**src/rtl/dscript_seq.sv**
```systemverilog
module dscript_seq #(
  parameter int AW  = 8,
  parameter int XW  = 32,
  parameter int SAW = 16
) (
  input  logic           clk,
  input  logic           rst_n,
  input  logic           run_i,
  input  logic [15:0]    instr_i,
  output logic [AW-1:0]  pc_o,
  output logic           busy_o,
  output logic           done_o,
  output logic           illegal_o,
  output logic           t_flag_o,
  output logic           st_we_o,
  output logic [SAW-1:0] st_addr_o,
  output logic [XW-1:0]  st_data_o
);
  logic [XW-1:0] rf [8];
  logic [AW-1:0] pc, lp_start, lp_end;
  logic [XW-1:0] lp_cnt;
  logic          lp_act, busy, t, done_q, ill_q;

  wire [4:0] op  = instr_i[15:11];
  wire [2:0] rd  = instr_i[10:8];
  wire [4:0] sub = instr_i[7:3];
  wire [2:0] ra  = instr_i[2:0];
  wire [7:0] k   = instr_i[7:0];
  wire [XW-1:0] kx = {{(XW-8){1'b0}}, k};
  wire [AW-1:0] kp = {{(AW-8){1'b0}}, k};
  wire [AW-1:0] ks = {{(AW-8){k[7]}}, k};

  wire is_ldi  = op == 5'b00001;
  wire is_addi = op == 5'b00011;
  wire is_subi = op == 5'b00100;
  wire is_cmpe = op == 5'b01001;
  wire is_st   = op == 5'b01011;
  wire is_mov  = op == 5'b00000 && sub == 5'b10001;
  wire is_cmph = op == 5'b00000 && sub == 5'b11011;
  wire is_halt = instr_i == 16'h0300;
  wire is_bt   = instr_i[15:8] == 8'h7D;
  wire is_bf   = instr_i[15:8] == 8'h7C;
  wire is_loop = instr_i[15:8] == 8'h78;
  wire legal   = is_ldi | is_addi | is_subi | is_cmpe | is_st | is_mov |
                 is_cmph | is_halt | is_bt | is_bf | is_loop;

  wire [AW-1:0] pc_seq = pc + 1'b1;
  wire          take   = (is_bt & t) | (is_bf & ~t);
  wire          skip   = rf[0] == '0 || k == 8'd0;
  wire          at_end = lp_act && pc == lp_end && !is_loop;

  logic [AW-1:0] pc_nxt;
  always_comb begin
    if (take)                          pc_nxt = pc_seq + ks;
    else if (is_loop)                  pc_nxt = skip ? pc_seq + kp : pc_seq;
    else if (at_end && lp_cnt != 'd1)  pc_nxt = lp_start;
    else                               pc_nxt = pc_seq;
  end

  logic          wr_en;
  logic [XW-1:0] wr_val;
  always_comb begin
    wr_en  = 1'b1;
    wr_val = '0;
    if (is_ldi)       wr_val = kx;
    else if (is_addi) wr_val = rf[rd] + kx;
    else if (is_subi) wr_val = rf[rd] - kx;
    else if (is_mov)  wr_val = rf[ra];
    else              wr_en  = 1'b0;
  end

  always_ff @(posedge clk) begin
    if (!rst_n) begin
      for (int i = 0; i < 8; i++) rf[i] <= '0;
      pc <= '0; busy <= 1'b0; t <= 1'b0; done_q <= 1'b0; ill_q <= 1'b0;
      lp_act <= 1'b0; lp_start <= '0; lp_end <= '0; lp_cnt <= '0;
    end else begin
      done_q <= busy & is_halt;
      if (!busy) begin
        busy <= run_i;
      end else begin
        pc <= pc_nxt;
        if (is_halt) busy <= 1'b0;
        if (!legal) ill_q <= 1'b1;
        if (wr_en) rf[rd] <= wr_val;
        if (is_cmpe) t <= rf[rd] == kx;
        if (is_cmph) t <= rf[rd] >= rf[ra];
        if (is_loop) begin
          lp_act   <= !skip;
          lp_start <= pc_seq;
          lp_end   <= pc + kp;
          lp_cnt   <= rf[0];
        end else if (at_end && !take) begin
          if (lp_cnt == 'd1) lp_act <= 1'b0;
          else               lp_cnt <= lp_cnt - 1'b1;
        end
      end
    end
  end

  assign pc_o      = pc;
  assign busy_o    = busy;
  assign done_o    = done_q;
  assign illegal_o = ill_q;
  assign t_flag_o  = t;
  assign st_we_o   = busy & is_st;
  assign st_addr_o = rf[ra][SAW-1:0] + {{(SAW-5){1'b0}}, sub};
  assign st_data_o = rf[rd];
endmodule

```
**config.mk**
```make
export PLATFORM = sky130hd
export DESIGN_NAME = dscript_seq
export DESIGN_NICKNAME = d
export VERILOG_FILES = /design/src/rtl/dscript_seq.sv
export SDC_FILE = /design/constraint.sdc
export NUM_CORES = 1
export LEC_CHECK = 0
export BUFFER_PORTS_ARGS = -buffer_cell sky130_fd_sc_hd__buf_2
export CAP_MARGIN = 5
export CELL_PAD_IN_SITES_DETAIL_PLACEMENT = 0
export CELL_PAD_IN_SITES_GLOBAL_PLACEMENT = 1
export CORE_ASPECT_RATIO = 1.4
export CORE_UTILIZATION = 51
export CTS_BUF_LIST = sky130_fd_sc_hd__clkbuf_16
export CTS_CLUSTER_SIZE = 40
export DETAILED_ROUTE_END_ITERATION = 10
export PLACE_DENSITY_LB_ADDON = 0.25
export SLEW_MARGIN = 0
export SYNTH_ARGS = -nofsm -noshare
export SYNTH_HDL_FRONTEND = slang
export SYNTH_SLANG_ARGS = --single-unit
```
**constraint.sdc**
```tcl
create_clock -name clk -period 6.5 [get_ports clk]
set_input_delay 0.325 -clock clk [delete_from_list [all_inputs] [get_ports clk]]
set_output_delay 0.325 -clock clk [all_outputs]
set_load 0.01 [all_outputs]
```
Word level (Yosys, flattened, before mapping). Memory sizes are Yosys's and may differ from the RTL's. Index checks and enable logic that the tools add are counted.

Bits in writable memories: 256. Memories kept: 1. Input bits: 19. Register bits: 61.

Equal/unequal tests: 16. $lt $le $gt $ge: 1. Add/subtract/negate cells: 7. Bitwise operators: 17. Mux-type cells: 30. Reduce and logical (&&, ||, !) cells: 22.

Memories: rf (depth 8, width 32, read ports 3, clocked after Yosys merged registers in 0, wr ports 8, line 19) `logic [XW-1:0] rf [8];`.

Operator list (count): 32-bit two-way mux (8); 32-bit by 8-bit adder with 32-bit output (1); 32-bit by 1-bit equality test with 1-bit output (second input constant) (1); 32-bit by 8-bit equality test with 1-bit output (1); 32-bit >= comparator (1); 32-bit logical NOT (1); 8-bit two-way mux (4); 32-bit by 1-bit != test with 1-bit output (second input constant) (1); 32-bit OR reduction (1); 32-bit by 1-bit subtractor with 32-bit output (second input constant) (1); 32-bit by 8-bit subtractor with 32-bit output (1); 8-bit by 7-bit equality test with 1-bit output (second input constant) (3); 1-bit two-way mux (17); 16-bit by 5-bit adder with 16-bit output (1); 8-bit adder (2); 16-bit by 10-bit equality test with 1-bit output (second input constant) (1); 1-bit bitwise OR (11); 5-bit by 4-bit equality test with 1-bit output (second input constant) (2); 5-bit equality test (second input constant) (2); 8-bit by 1-bit adder with 8-bit output (second input constant) (1); 8-bit equality test (1); 8-bit logical NOT (1); 1-bit logical AND (6); 2-bit AND reduction (3); 12 further kinds (21).

Longest topological paths before layout. Gate-level depths: netlist of the first run.

Word-level depth: 13. Gate-level depth with buffers: 21.

Least setup slack after synthesis of the first run. No wires, ideal clock.

Path kind: input port to flip-flop. Start: in instr_i[8]. End: mem rf[0][18] (data pin). Data required time: 6.217 ns. Buffers on the path: 8. Slack: 0.817 ns. Arrival time: 5.401 ns. Cell stages on the path: 19. Cell sequence: buf_6 buf_12 buf_4 buf_2 buf_1 buf_1 mux4_2 mux2_2 ha_1 clkbuf_1 nor2b_1 o21ai_0 a21oi_1 o31a_1 clkbuf_1 nor3b_1 xor2_1 a221oi_1 nor2_1.

RTL lines: start, declared (line 9) `input logic [15:0] instr_i,`; end, declared (line 19).

==> results of run 1 <==
-- through the flow --
stage | utilization | cells | power [W] | hold WS [ns]
finish | 0.5694 | 2549 | 0.005254 | 0.05901
global route | 0.5694 | 2548 | 0.005387 | 0.07116
CTS | 0.5694 | 2548 | 0.005245 | 0.06526
detailed placement | 0.5410 | 2490 | 0.003247 | 0.4543
global placement | 0.5410 | 2490 | 0.003233 | 0.4438
floorplan | - | 1948 | 0.002926 | 0.4313
-- cell usage after synthesis, types with 14 or more instances --
| master | instances |
|---|---|
| dfxtp_1 | 61 |
| mux2_2 | 17 |
| or4_1 | 18 |
| ha_1 | 71 |
| mux2i_1 | 70 |
| buf_2 | 20 |
| nand4_1 | 28 |
| xor2_1 | 14 |
| nand3_1 | 42 |
| and2_1 | 18 |
| a22oi_1 | 18 |
| a21oi_1 | 122 |
| edfxtp_1 | 256 |
| nor3_1 | 26 |
| a31oi_1 | 23 |
| a211oi_1 | 16 |
| buf_1 | 14 |
| nand2_1 | 114 |
| a21o_1 | 19 |
| mux4_2 | 111 |
| nor2_1 | 319 |
| nor4_1 | 37 |
| o21ai_0 | 83 |
| clkbuf_1 | 77 |
| xnor2_1 | 45 |
| nor2b_1 | 33 |
| inv_1 | 52 |
-- power breakdown --
group	internal, W	leakage [nW]	switching (W)
registers	0.00225	3.14	0.0000554
logic	0.000346	4.69	0.000582
clock network	0.00118	0.577	0.000844
total	0.00377	8.40	0.00148
-- sequential cells by signal, summed over array words and instances (netlist names) --
name	cells
lp_start	8
done_o	1
busy_o	1
t_flag_o	1
lp_end	8
rf	256
illegal_o	1
lp_act	1
lp_cnt	32
pc_o	8
-- critical path, delay by kind of cell, from the launching register on --
kind                     cells  cell delay [ns]
adder cells (fa/ha/maj)      1             0.30
buffers and inverters        2             0.27
multiplexers                 2             0.95
flip-flops                   1             0.53
AO/OA/AOI/OAI                4             0.66
XOR/XNOR                     1             0.18
AND/OR/NAND/NOR              3             1.57
-- cells in the final DEF (no fill, tap or decap), drive strengths merged, types with 45 or more instances in the layout --
cell type / netlist / final
nor2: 319 / 319
edfxtp: 256 / 256
buf: 39 / 124
a21oi: 122 / 122
mux4: 115 / 115
nand2: 114 / 114
o21ai: 88 / 88
mux2i: 72 / 72
ha: 71 / 71
inv: 55 / 62
dfxtp: 61 / 61
xnor2: 45 / 45
-- area by class of cell --
type | instances | area (sq um) | share of cell area
antenna | 1 | 2.502 | 0.0001088
clock buffer | 40 | 1001 | 0.04353
clock inverter | 18 | 142.6 | 0.006203
inverter | 56 | 210.2 | 0.009141
multi-input combinational | 1459 | 11310 | 0.4917
sequential | 317 | 8909 | 0.3874
tap | 534 | 668.1 | 0.02905
timing repair buffer | 124 | 755.7 | 0.03286
-- routing by layer --
metal | vias to the layer above | global-route usage
met5 | - | 0
met4 | 0 | 0.2207
met3 | 289 | 0.06871
met2 | 1054 | 0.5766
met1 | 8555 | 0.4115
li1 | 7547 | -
-- cell families after synthesis --
group                    Yosys count  synth area share
AND/OR/NAND/NOR                  717            0.1685
AO/OA/AOI/OAI                    402            0.1293
flip-flops                       317            0.4261
multiplexers                     205            0.1697
buffers and inverters            172           0.03435
adder cells (fa/ha/maj)           76           0.04728
XOR/XNOR                          59           0.02472
-- worst min path at each step --
stage,start,endpoint,cells past startpoint
after global placement,lp_cnt[11],lp_cnt[11],2
final,run_i,busy_o,3
after global routing,run_i,busy_o,3
after CTS,run_i,busy_o,3
after detailed placement,lp_cnt[11],lp_cnt[11],2
after floorplan,lp_cnt[11],lp_cnt[11],2
==> results summary, run 1 <==
The sort of element at the end of the critical path is a primary output. For this configuration, the core starts out at a cell density of 0.5177. The total number of placement rows is 87. Setup repair after global routing left no endpoint under its margin. After the last flow step, the layout net total stands at 2088. The area growth from synthesis to layout is 9.995%.

The tree is rooted in a clkbuf_16. The count of nets left with antenna violations after detail routing came out at 0. The post-synthesis instance area came out at 20910 sq um.

Among the stages of the critical path, the cell type that occurs most often is a21oi_1. The setup violation total in the final timing report is 0. The flow ran to the end, and the final reports show no timing, DRC or antenna violations. TritonCTS built the clock tree. In this run the critical register-to-register path is captured at rf[7][26]. The worst setup slack after placement is 1.219 ns. During I/O placement, the number of pins put on the boundary was 80.

The H-tree was split into 2 levels. For this run, the slowest stage of the critical path takes 0.73 ns. The proportion of layout cells with a drive suffix above 1 is 0.1778. The routed metal-1 wirelength is 26.15 mm. The overall global routing resource usage came out at 0.3469. The horizontal die dimension came out at 173.1 microns.

The peak supply drop came out at 210.6 uV. The final count of hold timing violations came out at 0. The worst-case clock buffer depth came out at 3. The number of buffers added by the clock tree synthesis step came out at 35. The final total negative setup slack came out at 0 ns. The number of sinks driven by the clock tree is 317. Once detailed placement completed, the half-perimeter wirelength came to 48.99 mm.

The final global-route overflow total is 0. The maximum number of pins on one net before global-route repair is 67. The endpoint required time on the critical path is 6.17 ns. The worst-margin pin slew is 1.274 ns.

In this run, post-CTS hold repair placed 0 buffers. The total DRC errors in the routed layout is 0. The post-synthesis net count is 2043. The Yosys step of the flow raised 0 warnings. The class of the most critical hold timing path is in -> reg. The final weighted congestion of routability-driven global placement is 0.9436. The first-pass detailed-route iteration total came out at 6. The clock-pin transition on the worst setup and hold timing paths is 0.06 ns. The layout filler cell count is 3403. In this run the worst setup path begins at rf[0][1]. The core region is 40390 sq um. The amount of wire on met3 after detailed routing came out at 6.939 mm.

The clock insertion delay at the later pin of the skew report is 0.54 ns. After technology mapping, the gate count stands at 1948. On the final layout, the worst clock skew is 0.02062 ns. Of all flip-flops after synthesis, the portion carrying an async set or reset was 0.

The highest layer touched by signal routing is met4. The post-synthesis average cell area came out at 10.73 sq um. The number of antenna violations at the first check in global routing came out at 0. The flop and latch count out of synthesis is 317.

The flop-to-flop setup slack came out at 1.81 ns. The final cycle utilization of the critical path is 0.8159. The die boundary height came out at 241.6 microns. The top achievable clock speed is 188.5 MHz. The average detailed-routed wire length per instance came out at 28.68 microns. The total die area is 41820 sq um. The leakage power of the design came out at 8.400 nW. The arrival time of data at the critical path endpoint is 4.98 ns.

The power density normalized to cell area came out at 228.5 nW/um^2. The biggest fanout along the worst timing path came out at 4. The relative slew slack came out at 0.1485. The depth of the most critical reg-to-reg path is 12. Wires add up to 73.10 mm.

The first routing iteration left 1898 violations. The final setup slack of the worst path came out at 1.196 ns. The area after detailed placement is 21850 sq um.

The area share of the largest cell type after synthesis came out at 0.3677. The largest individual stage delay along the critical path comes from the cell nor3_1. In this run, distinct cell masters in the synthesized netlist total 102. The signal on the critical path passes through mux4_2, mux2i_1, inv_1, ha_1, a21o_1, a21oi_1, o21ai_0, a21oi_1, or4b_2, nor3_1, nand2_1, xor2_1, buf_2. The count of flip-flops with a built-in enable after synthesis came out at 256.

The number of setup buffers added after CTS is 0. STA classifies the critical path startpoint as a flop. The via count of the first global-routing pass came out at 17249.

The startpoint identified for the worst register-to-register timing path is rf[0][2]. The cell accounting for the most synthesized area is edfxtp_1. Among all flip-flop cells after synthesis, the most frequent one is edfxtp_1. The via-per-instance ratio is 6.844. The met2 layer wire length in the routed design came out at 35.09 mm. The minimum period implied by the final worst setup slack came out at 5.304 ns. The number of gates resized after CTS came out at 0.

The number of port buffers is 79. The portion of the post-synthesis area used by sequential elements is 0.4261. The first-pass GRT wire length came out at 108.4 mm. The critical path is of the reg -> out type. The capture point of the critical path is st_addr_o[15]. Max-cap violations in this run came to 0. The final-report max-slew violation count is 0. Ranked by total cell area, the synthesized netlist is headed by edfxtp_1, mux4_2, dfxtp_1. The post-route cell area is 23000 sq um. The vias after detailed routing is 17445.
(Power assumes the default switching activity.)
==> run 2, diff against run 1 <==
==> constraint.sdc (replaced) <==
create_clock -name clk -period 5.14 [get_ports clk]
set_input_delay 0.257 -clock clk [delete_from_list [all_inputs] [get_ports clk]]
set_output_delay 0.257 -clock clk [all_outputs]
set_load 0.01 [all_outputs]
==> run 2 against run 1 <==
Combinational power increased by 28%. Largest cell class unchanged. Non-clock buffer count is 26 higher. Critical path depth is 1 higher. Clock skew decreased by 0.0041 ns.
==> results summary, run 2 (same netlist as run 1, synthesis figures left out) <==
The flow ran to the end, and the final reports show no timing, DRC or antenna violations. The average detailed-routed wire length per instance is 28.71 microns. STA classifies the critical path endpoint as a primary output. Counting flops per register, the top entry is rf. Clock tree synthesis inserted a total of 35 buffers. The die boundary height came out at 241.6 microns. The top cell types in the final layout, fill and taps aside, are nor2_1, edfxtp_1, a21oi_1. The largest registers in the layout are rf: 256 flops, lp_cnt: 32 flops. The peak supply drop is 401.6 uV.

The total die area is 41820 sq um. The number of setup buffers added after CTS is 0. At the pin with the least slew margin, the transition time is 1.167 ns.

Dividing the detail-routed via count by the number of cells gives 6.859. The relative slew slack came out at 0.2220. In this run the critical register-to-register path is launched from rf[0][2].

The endpoint identified for the worst register-to-register timing path is rf[5][16]. The first global-routing pass estimated 109.9 mm of wire. The layout filler cell count is 3463.

The via count of the first global-routing pass came out at 17497. The detailed placement HPWL came out at 51.13 mm. The clock insertion delay at the later pin of the skew report is 0.55 ns. The power density normalized to cell area came out at 284.6 nW/um^2. The final-report max-slew violation count is 0. The I/O pin total came out at 80. The number of antenna violations at the first check in global routing came out at 1.

The combined area of the multi-input logic cells came out at 11320 sq um. The level count of the clock H-tree is 2. The vias after detailed routing is 17695.

The floorplan core area is 40390 sq um. CTS placed an instance of clkbuf_16 at the clock tree root. The number of port buffers is 79. The tightest min-delay check is of the in -> reg type. The total DRC errors in the routed layout is 0. The clock-pin transition on the worst setup and hold timing paths came out at 0.06 ns. For hold timing, the worst endpoint is done_o. The count of placed standard cells including taps came out at 2515. The initial utilization of the core area, before any placement, comes to 0.5177. The final setup slack of the worst path came out at 0.4126 ns. The worst hold path was traced through 3 stages. Along the worst path, the maximum fanout reaches 4. The first TritonRoute pass finished after 6 iterations. The sequential cells in the finished layout cover a total of 8909 sq um.

The worst setup slack after placement came out at 0.3846 ns. Counting along the longest clock path gives a buffer depth of 3. STA classifies the critical path startpoint as a flop. The clock tree from TritonCTS is done. The critical path start-end classification is reg -> out. The final global-route overflow total is 0.

Setup repair after global routing left no endpoint under its margin. The final count of hold timing violations is 0. After clock tree synthesis, the repair step resized 0 gates. Leaving out fill and tap cells, the most frequent cell in the layout is nor2_1. The count of nets left with antenna violations after detail routing came out at 0. The final cycle utilization of the critical path came out at 0.9197. The flip-flop count of the largest register, all copies and words added is 256. The number of cells in the finished layout apart from fillers is 2580. Data arrives at the worst endpoint at 4.47 ns. The depth of the most critical reg-to-reg path is 11.

The number of buffers inserted for hold repair after clock tree synthesis came out at 1. Across the routed clock network, the largest skew measured is 0.01651 ns. The final total negative setup slack is 0 ns. The maximum number of pins on one net before global-route repair came out at 66. The proportion of layout cells with a drive suffix above 1 is 0.1878. The floorplan has 87 rows. Across the run, the number of max-cap violations was 0. The die is 173.1 microns wide. The overall routed net length is 74.06 mm.

The worst hold path begins at rst_n. The first routing iteration left 1874 violations. The setup violation total in the final timing report is 0. The area growth from synthesis to final layout came out at 10.87%. The endpoint required time on the critical path is 4.88 ns.

The overall global routing resource usage is 0.3538. The number of sinks driven by the clock tree came out at 317. The flop-to-flop setup slack is 0.51 ns.

Summed over all cells, the static leakage comes to 8.519 nW. The number of nets in the layout is 2114. The top achievable clock speed came out at 211.5 MHz. The final weighted congestion of routability-driven global placement is 0.9778.

The minimum period implied by the final worst setup slack came out at 4.727 ns.
[run 2: per-layer routing]
metal  track usage  vias to the layer above  routed length [microns]
met4        0.2158                        0                     4697
met1        0.4270                     8774                    26690
met5             0                        -                        0
met2        0.5884                     1054                    35800
met3       0.06431                      278                     6877
li1              -                     7589                        -
[run 2: through the flow]
| step | utilization | total power (W) | hold slack (ns) | instance area [sq um] |
|---|---|---|---|---|
| floorplan | - | 0.003701 | 0.4232 | 20920 |
| global placement | 0.5460 | 0.004098 | 0.4480 | 22050 |
| detailed placement | 0.5460 | 0.004120 | 0.4489 | 22050 |
| CTS | 0.5739 | 0.006589 | 0.08416 | 23180 |
| global route | 0.5740 | 0.006791 | 0.1083 | 23180 |
| finish | 0.5740 | 0.006596 | 0.08864 | 23180 |
[run 2: how the worst max path moves through the flow]
stage               slack (ns)             to        from  depth (start not counted)
finish                    0.41  st_addr_o[15]    rf[0][1]                         14
global route              0.22  st_addr_o[12]    rf[0][2]                         13
CTS                       0.40  st_addr_o[15]    rf[0][1]                         14
detailed placement        0.38      rf[0][31]  instr_i[8]                         12
global placement          0.56      rf[0][31]  instr_i[8]                         12
floorplan                 0.04      rf[0][16]  instr_i[8]                         19
[run 2: where the power goes]
part	leakage [nW]	switching (W)	total, W	internal [W]
logic	4.81	0.000736	0.00119	0.000451
registers	3.14	0.0000669	0.00291	0.00284
clock network	0.569	0.00107	0.00250	0.00143
total	8.52	0.00188	0.00660	0.00472
[run 2: worst max-delay path, cell delays in order (launching register included)]
cell and delay (ns):
edfxtp_1 0.52, mux4_2 0.51, mux2i_1 0.43, inv_1 0.09
ha_1 0.30, a21o_1 0.12, a21oi_1 0.09, o21ai_0 0.19
a21oi_1 0.18, or4b_2 0.69, nor3_1 0.22, buf_4 0.18
nand2_1 0.08, xor2_1 0.14, buf_2 0.17
[run 2: layout make-up]
class,count,share of cell area
Sequential cell,317,0.3843
Inverter,56,0.009068
Multi-Input combinational cell,1459,0.4883
Timing Repair Buffer,150,0.04113
Clock buffer,36,0.03886
Clock inverter,27,0.009338
Antenna cell,1,0.0001080
Tap cell,534,0.02882
==> run 3, diff against run 2 <==
--- a/config.mk
+++ b/config.mk
@@ -9,7 +9,6 @@
 export CAP_MARGIN = 5
 export CELL_PAD_IN_SITES_DETAIL_PLACEMENT = 0
 export CELL_PAD_IN_SITES_GLOBAL_PLACEMENT = 1
-export CORE_ASPECT_RATIO = 1.4
 export CORE_UTILIZATION = 51
 export CTS_BUF_LIST = sky130_fd_sc_hd__clkbuf_16
 export CTS_CLUSTER_SIZE = 40
==> run 3 against run 2 <==
Core utilization rose by 0.51 points. Design area rose by 0.17%. Non-clock buffer count fell by 4. Sequential share of layout area fell by 0.064 points. Flip-flop and latch count did not move. Combinational power barely moved. Clock skew rose by 0.011 ns. Cell count fell by 0.31%.
==> results summary, run 3 (same netlist as run 1, synthesis figures left out) <==
The flow ran to the end, and the final reports show no timing, DRC or antenna violations. The overall routed net length came out at 72.37 mm. The first global-routing pass estimated 108.9 mm of wire. For the pin with the worst max-slew slack, the measured transition is 1.253 ns. The count of nets left with antenna violations after detail routing is 0. The largest registers in the layout are rf: 256 flops, lp_cnt: 32 flops. STA classifies the critical path startpoint as a flop. The final cycle utilization of the critical path is 0.9552. The via count of the first global-routing pass came out at 16977. The worst hold path begins at rst_n. The worst setup path is of the reg -> out kind. The sort of element at the end of the critical path is a primary output.

Clock tree synthesis inserted a total of 38 buffers. The most flop-heavy register is rf. The layout has 3452 filler cells. The total DRC errors in the routed layout is 0.

The level count of the clock H-tree came out at 2. The total of max-cap violations came out at 0. Data arrives at the worst endpoint at 4.65 ns. In the final layout, the share of cells above drive strength 1 is 0.1872.

TritonCTS built the clock tree. The floorplan core area came out at 40100 sq um. Summed over all layers, the global routing overflow is 0. The detailed placement HPWL is 48.84 mm.

The final count of hold timing violations came out at 0. In this run the critical register-to-register path is launched from rf[0][2]. In this run the worst setup path begins at rf[0][1].

The peak supply drop is 305.3 uV. The tightest min-delay check is of the in -> reg type. In the global route stage, overall resource usage came out at 0.3527. The horizontal die dimension is 204.5 microns. The number of nets in the layout came out at 2113. The leakage power of the design is 8.548 nW. The power after layout came out at 0.006742 W. The die covers 41810 sq um. The flip-flop count of the largest register, all copies and words added is 256. The via-per-instance ratio came out at 6.767. The number of port buffers is 79.

The final total negative setup slack is 0 ns. The total number of placement rows came out at 73. For this run, the top clock speed supported by timing is 203.7 MHz. The minimum period implied by the final worst setup slack is 4.910 ns. The vias after detailed routing came out at 17405. The final weighted congestion of routability-driven global placement came out at 0.9726. The maximum clock skew at final layout came out at 0.02703 ns.

The die boundary height is 204.5 microns. The maximum number of pins on one net before global-route repair came out at 66. Clock tree synthesis selected as its root buffer the cell clkbuf_16. The clock-pin transition on the worst setup and hold timing paths came out at 0.05 ns. The number of sinks driven by the clock tree is 317. The final-report max-slew violation count is 0. The longest clock path from root to sink contains 3 buffers. The number of antenna violations at the first check in global routing was 3. The biggest fanout along the worst timing path came out at 4. Leaving out fill and tap cells, the most frequent cell in the layout is nor2_1. The power density normalized to cell area came out at 290.4 nW/um^2. The violation count after the first detailed-route iteration is 2153. For the worst setup path, the data required time is 4.88 ns. Setup repair after global routing left no endpoint under its margin. Compared with the post-synthesis result, the final layout area differs by 11.06%. The number of gates resized after CTS is 0. The first-pass detailed-route iteration total is 7. The relative slew slack came out at 0.1614.

In the layout the commonest cells are nor2_1, edfxtp_1, a21oi_1. The setup violation total in the final timing report is 0. The clock insertion delay at the later pin of the skew report is 0.58 ns. The I/O pin total came out at 80. The starting density of the core came out at 0.5214. In the final routed layout, each cell accounts on average for 28.14 microns.
run 3: critical path, stage by stage, from the launching register on:
cell	delay, ns
edfxtp_1	0.51
mux4_2	0.51
mux2i_1	0.44
inv_1	0.09
ha_1	0.29
a21o_1	0.11
a21oi_1	0.09
o21ai_0	0.20
a21oi_1	0.17
or4b_2	0.73
nor3_1	0.50
nand2_1	0.13
xor2_1	0.16
buf_2	0.17
run 3: final timing paths:
path                   end  slack (ns)  depth (start not counted)
max          st_addr_o[15]        0.23                         13
min reg2reg     lp_cnt[11]        0.46                          2
min                 done_o        0.12                          3
max reg2reg      rf[4][22]        0.67                         11
run 3: final cells by class:
type,count,area [sq um],area share
Sequential cell,317,8909,0.3837
Timing Repair Buffer,146,935.9,0.04031
Antenna cell,1,2.502,0.0001078
Tap cell,525,656.9,0.02829
Multi-Input combinational cell,1459,11310,0.4873
Clock buffer,39,975.9,0.04203
Clock inverter,29,215.2,0.009269
Inverter,56,210.2,0.009053
run 3: report_power, final:
part | switching [W] | total (W) | internal (W)
logic | 0.000724 | 0.00117 | 0.000447
registers | 0.0000704 | 0.00291 | 0.00284
clock network | 0.00113 | 0.00266 | 0.00153
run 3: through the flow:
step           instance area [sq um]  setup slack [ns]  hold WS [ns]  std cells  utilization
3_3_place_gp                   22010            0.5937        0.4505       2502       0.5490
3_5_place_dp                   22010            0.5083        0.4519       2502       0.5490
4_1_cts                        23220            0.2006       0.08932       2571       0.5790
2_1_floorplan                  20920           0.04361        0.4232       1948            -
6_report                       23220            0.2304        0.1219       2572       0.5791
5_1_grt                        23220           0.02643        0.1255       2572       0.5791
run 3: timing repair:
| action | in CTS | in global routing |
|---|---|---|
| endpoints found under the hold margin | 1 | 0 |
| hold buffers | 1 | 0 |
| endpoints found under the setup margin | 0 | 0 |
| buffers inserted | 0 | 0 |
run 3: layer usage:
layer,GRT usage,routed length (microns)
met1,0.4872,28970
met5,0,0
met4,0.1306,2357
met2,0.5570,33690
met3,0.06059,7353
